## src/rtl/range_clamp_pkg.sv

```systemverilog
package range_clamp_pkg;

  localparam logic [2:0] FMT_FULL  = 3'd0;
  localparam logic [2:0] FMT_LIM8  = 3'd1;
  localparam logic [2:0] FMT_LIM10 = 3'd2;
  localparam logic [2:0] FMT_LIM12 = 3'd3;
  localparam logic [2:0] FMT_PROG  = 3'd7;

  // limited-range code window at 'depth' bits, MSB-aligned onto 'cw' bits
  function automatic int win_lo(int cw, int depth);
    return (16 << (depth - 8)) << (cw - depth);
  endfunction

  function automatic int win_hi(int cw, int depth);
    return (235 << (depth - 8)) << (cw - depth);
  endfunction

endpackage

```

## src/rtl/clamp_bounds.sv

```systemverilog
module clamp_bounds #(
  parameter int unsigned          CW     = 12,
  parameter int unsigned          NCH    = 3,
  parameter logic [CW-1:0]        LO_RST = 'h010,
  parameter logic [CW-1:0]        HI_RST = 'hFEF,
  localparam int unsigned         PW     = CW * NCH
) (
  input  logic          clk_i,
  input  logic          rst_ni,
  input  logic          ld_i,
  input  logic [PW-1:0] lo_i,
  input  logic [PW-1:0] hi_i,
  output logic [PW-1:0] lo_q_o,
  output logic [PW-1:0] hi_q_o
);

  for (genvar c = 0; c < NCH; c++) begin : g_ch
    logic [CW-1:0] lo_q, hi_q;
    always_ff @(posedge clk_i or negedge rst_ni) begin
      if (!rst_ni) begin
        lo_q <= LO_RST;
        hi_q <= HI_RST;
      end else if (ld_i) begin
        lo_q <= lo_i[c*CW +: CW];
        hi_q <= hi_i[c*CW +: CW];
      end
    end
    assign lo_q_o[c*CW +: CW] = lo_q;
    assign hi_q_o[c*CW +: CW] = hi_q;
  end

endmodule

```

## src/rtl/clamp_window_sel.sv

```systemverilog
module clamp_window_sel
  import range_clamp_pkg::*;
#(
  parameter int unsigned  CW  = 12,
  parameter int unsigned  NCH = 3,
  localparam int unsigned PW  = CW * NCH
) (
  input  logic          en_i,
  input  logic [2:0]    fmt_i,
  input  logic [PW-1:0] prog_lo_i,
  input  logic [PW-1:0] prog_hi_i,
  output logic          act_o,
  output logic [PW-1:0] lo_o,
  output logic [PW-1:0] hi_o
);

  localparam logic [CW-1:0] LO8  = CW'(win_lo(CW, 8));
  localparam logic [CW-1:0] HI8  = CW'(win_hi(CW, 8));
  localparam logic [CW-1:0] LO10 = CW'(win_lo(CW, 10));
  localparam logic [CW-1:0] HI10 = CW'(win_hi(CW, 10));
  localparam logic [CW-1:0] LO12 = CW'(win_lo(CW, 12));
  localparam logic [CW-1:0] HI12 = CW'(win_hi(CW, 12));

  logic          use_prog;
  logic [CW-1:0] fix_lo, fix_hi;

  always_comb begin
    act_o    = en_i;
    use_prog = 1'b0;
    fix_lo   = '0;
    fix_hi   = '1;
    case (fmt_i)
      FMT_LIM8:  begin fix_lo = LO8;  fix_hi = HI8;  end
      FMT_LIM10: begin fix_lo = LO10; fix_hi = HI10; end
      FMT_LIM12: begin fix_lo = LO12; fix_hi = HI12; end
      FMT_PROG:  use_prog = 1'b1;
      default:   act_o = 1'b0;  // full range and undefined codes
    endcase
  end

  for (genvar c = 0; c < NCH; c++) begin : g_ch
    assign lo_o[c*CW +: CW] = use_prog ? prog_lo_i[c*CW +: CW] : fix_lo;
    assign hi_o[c*CW +: CW] = use_prog ? prog_hi_i[c*CW +: CW] : fix_hi;
  end

endmodule

```

## src/rtl/clamp_limit.sv

```systemverilog
module clamp_limit #(
  parameter int unsigned CW = 12
) (
  input  logic          act_i,
  input  logic [CW-1:0] x_i,
  input  logic [CW-1:0] lo_i,
  input  logic [CW-1:0] hi_i,
  output logic [CW-1:0] y_o
);

  // lower test has priority over upper when bounds cross
  always_comb begin
    if (!act_i)         y_o = x_i;
    else if (x_i < lo_i) y_o = lo_i;
    else if (x_i > hi_i) y_o = hi_i;
    else                 y_o = x_i;
  end

endmodule

```

## src/rtl/range_clamp.sv

```systemverilog
module range_clamp #(
  parameter int unsigned   CW     = 12,
  parameter int unsigned   NCH    = 3,
  parameter logic [CW-1:0] LO_RST = 'h010,
  parameter logic [CW-1:0] HI_RST = 'hFEF,
  localparam int unsigned  PW     = CW * NCH
) (
  input  logic          clk_i,
  input  logic          rst_ni,
  input  logic          en_i,
  input  logic [2:0]    fmt_i,
  input  logic          bnd_ld_i,
  input  logic [PW-1:0] lo_i,
  input  logic [PW-1:0] hi_i,
  input  logic [PW-1:0] pix_i,
  input  logic          vld_i,
  output logic [PW-1:0] pix_o,
  output logic          vld_o
);

  logic [PW-1:0] prog_lo, prog_hi, act_lo, act_hi, pix_d;
  logic          act;

  clamp_bounds #(.CW(CW), .NCH(NCH), .LO_RST(LO_RST), .HI_RST(HI_RST)) u_bounds (
    .clk_i  (clk_i),
    .rst_ni (rst_ni),
    .ld_i   (bnd_ld_i),
    .lo_i   (lo_i),
    .hi_i   (hi_i),
    .lo_q_o (prog_lo),
    .hi_q_o (prog_hi)
  );

  clamp_window_sel #(.CW(CW), .NCH(NCH)) u_sel (
    .en_i      (en_i),
    .fmt_i     (fmt_i),
    .prog_lo_i (prog_lo),
    .prog_hi_i (prog_hi),
    .act_o     (act),
    .lo_o      (act_lo),
    .hi_o      (act_hi)
  );

  for (genvar c = 0; c < NCH; c++) begin : g_lim
    clamp_limit #(.CW(CW)) u_lim (
      .act_i (act),
      .x_i   (pix_i[c*CW +: CW]),
      .lo_i  (act_lo[c*CW +: CW]),
      .hi_i  (act_hi[c*CW +: CW]),
      .y_o   (pix_d[c*CW +: CW])
    );
  end

  always_ff @(posedge clk_i or negedge rst_ni) begin
    if (!rst_ni) begin
      pix_o <= '0;
      vld_o <= 1'b0;
    end else begin
      vld_o <= vld_i;
      if (vld_i) pix_o <= pix_d;
    end
  end

endmodule

```

## config.mk

```make
export PLATFORM = sky130hd
export DESIGN_NAME = range_clamp
export DESIGN_NICKNAME = d
export VERILOG_FILES = /design/src/rtl/range_clamp_pkg.sv /design/src/rtl/clamp_bounds.sv /design/src/rtl/clamp_window_sel.sv /design/src/rtl/clamp_limit.sv /design/src/rtl/range_clamp.sv
export SDC_FILE = /design/constraint.sdc
export NUM_CORES = 1
export LEC_CHECK = 0
export ABC_AREA = 0
export CAP_MARGIN = 5
export CORE_MARGIN = 1.5
export CORE_UTILIZATION = 55
export CTS_CLUSTER_DIAMETER = 200
export CTS_CLUSTER_SIZE = 28
export DETAILED_ROUTE_END_ITERATION = 10
export DONT_BUFFER_PORTS = 1
export GPL_ROUTABILITY_DRIVEN = 0
export HOLD_SLACK_MARGIN = 0.06
export PLACE_DENSITY = 0.76
export SYNTH_ARGS = -nofsm -noshare
export SYNTH_HDL_FRONTEND = slang
export SYNTH_HIERARCHICAL = 1
export SYNTH_SLANG_ARGS = --single-unit
```

## constraint.sdc

```tcl
create_clock -name clk_i -period 2.82 [get_ports clk_i]
set_input_delay 0.846 -clock clk_i [delete_from_list [all_inputs] [get_ports clk_i]]
set_output_delay 0.846 -clock clk_i [all_outputs]
set_load 0.02 [all_outputs]
```

==> summary.md <==
| Metric | Value |
|---|---|
| 1st-pass router iterations | `5` |
| Die area | `14480 um^2` |
| Required @ worst endpoint | `3060 ps` |
| WHS | `182.0 ps` |
| RSZ-0062 raised after global routing | `yes` |
| Cell taking the most area after synthesis | `dfrtp_1` |
| Rel. slew slack | `0.8046` |
| DRC Markers | `0` |
| Clock root buffer | `clkbuf_16` |
| Largest net degree at the start of global routing | `110` |
| #FFs+latches synth | `109` |
| CP endpoint kind | `register` |
| Slowest CP cell | `o41a_1` |
| Leakage power | `4.139 nW` |
| Die height | `120.3 um` |
| Fin crit period | `3145 ps` |
| Via Count | `5219` |
| Mapped Avg Cell Area | `11.72 um^2` |
| Proportion of layout cells with a drive suffix above 1 | `0.3735` |
| # fillers | `993` |
| CP Launch Type | `input port` |
| Most frequent cell after synthesis | `mux2_4` |
| Initial Utilization | `0.5674` |
| Number of buffers on the longest clock path | `2` |
| Ratio of final minimum period to clock period | `1.115` |
| H-tree depth | `3` |
| Data arrival, critical path | `3380 ps` |
| Area growth syn-to-layout | `11.94%` |
| Cts hold-fix bufs | `0` |
| Crit path cell chain | `o21bai_4 > buf_12 > buf_12 > o21a_1 > inv_1 > ha_1 > and3_4 > a221oi_2 > nor3_1 > o41a_1 > and3b_4 > a221o_1 > mux2_4` |
| IO Port Bufs | `0` |
| Clock slew at reported path FFs | `70 ps` |
| Final instance area | `8478 um^2` |
| Crit path max-delay family | `compound AO/OA/AOI/OAI gates` |
| Synth Warn # | `6` |
| Worst reg2reg startpoint | `u_bounds/g_ch[0].hi_q[3]` |
| Tot Pwr | `0.004110 W` |
| Critical path origin | `fmt_i[1]` |
| Async SR Flop Fraction | `1.000` |
| MaxCap Viol Count | `0` |
| FF+latch area | `2773 um^2` |
| Syn Nets | `831` |
| Mapped cell area | `7574 um^2` |
| Pre-CTS setup slack | `-827.0 ps` |
| Clock tree from TritonCTS | `built` |
| Number of buffers created by CTS | `9` |
| Hold Vio Cnt, Final | `0` |
| EDFF count, synth | `0` |
| Total clock sinks | `109` |
| Top post-synthesis cells by area | `dfrtp_1, mux2_4, dfstp_2` |
| Placeable Area | `13350 um^2` |
| Chip width | `120.3 um` |
| Fin worst setup slack | `-325.4 ps` |
| Clock Skew | `7.500 ps` |
| VDD IR max | `0.4849 mV` |
| DR WL/cell | `21.68 um` |
| Worst Path Buf+Inv | `3` |
| Vias per cell | `6.041` |
| 1st-iter DRT viols | `373` |
| Initial antenna violation count | `1` |
| Share of the synthesized area in the top cell type | `0.2412` |
| Sequential share of the synthesized area | `0.3661` |
| Area of the multi-input gates | `4456 um^2` |
| Final Util | `0.6352` |
| Clk_lat worst skew | `350 ps` |
| Delay of the slowest critical-path stage | `330 ps` |
| Vias in the first global route | `5594` |
| Status | `finished with violations` |
| Post-DRT Antenna Nets | `0` |
| First-pass GRT wire length | `29610 um` |
| Crit Path Max Fanout | `12` |
| Actual slew at the worst max-slew pin | `290.1 ps` |
| Placed Instance Area | `7991 um^2` |
| Cell mode on critical path | `buf_12` |
| Final WL | `18730 um` |
| Main synth FF type | `dfrtp_1` |
| Rows | `42` |
| Nets | `868` |
| Top cells by count, synth | `mux2_4, dfrtp_1, inv_1` |
| Yosys cell types | `37` |
| R2R setup slack | `-20 ps` |
| Fmax | `317.9 MHz` |
| Top Ports | `153` |
| Failing checks | `setup timing` |
| Worst min-delay path class | `input port to async pin` |
| Hpwl dp | `13550 um` |
| Final setup fails | `36` |
| Power density over the cells | `484.8 nW/um^2` |
| Gr ovfl total | `0` |
| Fin. max-slew vios | `0` |
| Mapped Cells | `646` |
| GRT Total Usage | `0.2637` |
| ANT cells | `0` |
| Kind of critical path | `input port to register` |
cell type report:
cell class	instances	share of cell area
clock buffers	9	0.02656
clock inverters	7	0.008855
repair buffers	54	0.05416
multi-input cells	437	0.5255
inverters	72	0.03188
well taps	176	0.02597
flip-flops and latches	109	0.3270
power by group:
part           internal (W)  switching [W]  total (W)
Combinational      0.000524       0.000304   0.000828
Clock              0.000692       0.000593    0.00128
Sequential          0.00178       0.000221    0.00200
Total               0.00299        0.00112    0.00411
placed cells by master (no fill, tap or decap), types with 4 or more instances in the layout:
master     synthesis  routed
nand2b_1          21      21
ha_4               0       9
a21oi_1           24      20
inv_1             72      68
buf_4              2      49
a21oi_2            0       4
and2_1            33      30
buf_12            10       4
and3_4             1       5
a221o_1           36      36
dfrtp_1           73      73
mux2_4           100     103
nor2_1             9       9
o21a_1            18      17
nand3_1           12      12
ha_1              69      60
clkbuf_16          0       9
inv_2              0       4
nand2_1           15      15
nand4_1            6       6
mux2_2             8       5
dfstp_2           36      36
a21o_1             6       6
and3_1            39      36
metrics by stage:
step / setup TNS [ps] / instances
detailed placement: -25710 / 840
global route: -11550 / 864
finish: -9997 / 864
floorplan: -17850 / 646
CTS: -7907 / 861
global placement: -23150 / 840
state kept, by name, indices dropped and copies added (netlist names):
name,cells
vld_o,1
u_bounds/g_ch.lo_q,36
u_bounds/g_ch.hi_q,36
pix_o,36
cells by family (layout without fill, tap and decap cells):
family	Yosys count	after routing	share of synthesized area
adder cells (fa/ha/maj)	69	69	0.1140
AO/OA/AOI/OAI	110	110	0.1160
buffers and inverters	104	142	0.08045
flip-flops	109	109	0.3661
multiplexers	108	108	0.2101
AND/OR/NAND/NOR	146	150	0.1133
path summary, 6_finish.rpt:
check | end | cells past startpoint
worst max-delay path | pix_o[24] | 13
worst min-delay path | u_bounds/g_ch[1].lo_q[2] | 0
worst max register to register | pix_o[1] | 10
worst min register to register | u_bounds/g_ch[0].lo_q[1] | 1
max in group asynchronous | u_bounds/g_ch[0].lo_q[4] | 0
min in group clk_i | u_bounds/g_ch[0].lo_q[1] | 1
per-layer routing:
layer,up-vias,track usage,routed length [um],part of all wire
met5,-,0,13,0.00069
met4,2,0.1206,735,0.039
met3,49,0.08019,1399,0.075
met2,202,0.4250,8703,0.46
met1,2555,0.3254,7878,0.42
li1,2411,-,-,-
repair_timing:
item	CTS	global route
pin swaps	5	4
setup endpoints to repair	36	36
gates cloned	4	0
buffers inserted	1	3
resized for setup	10	9
No activity file was read; power rests on OpenSTA's default activity.
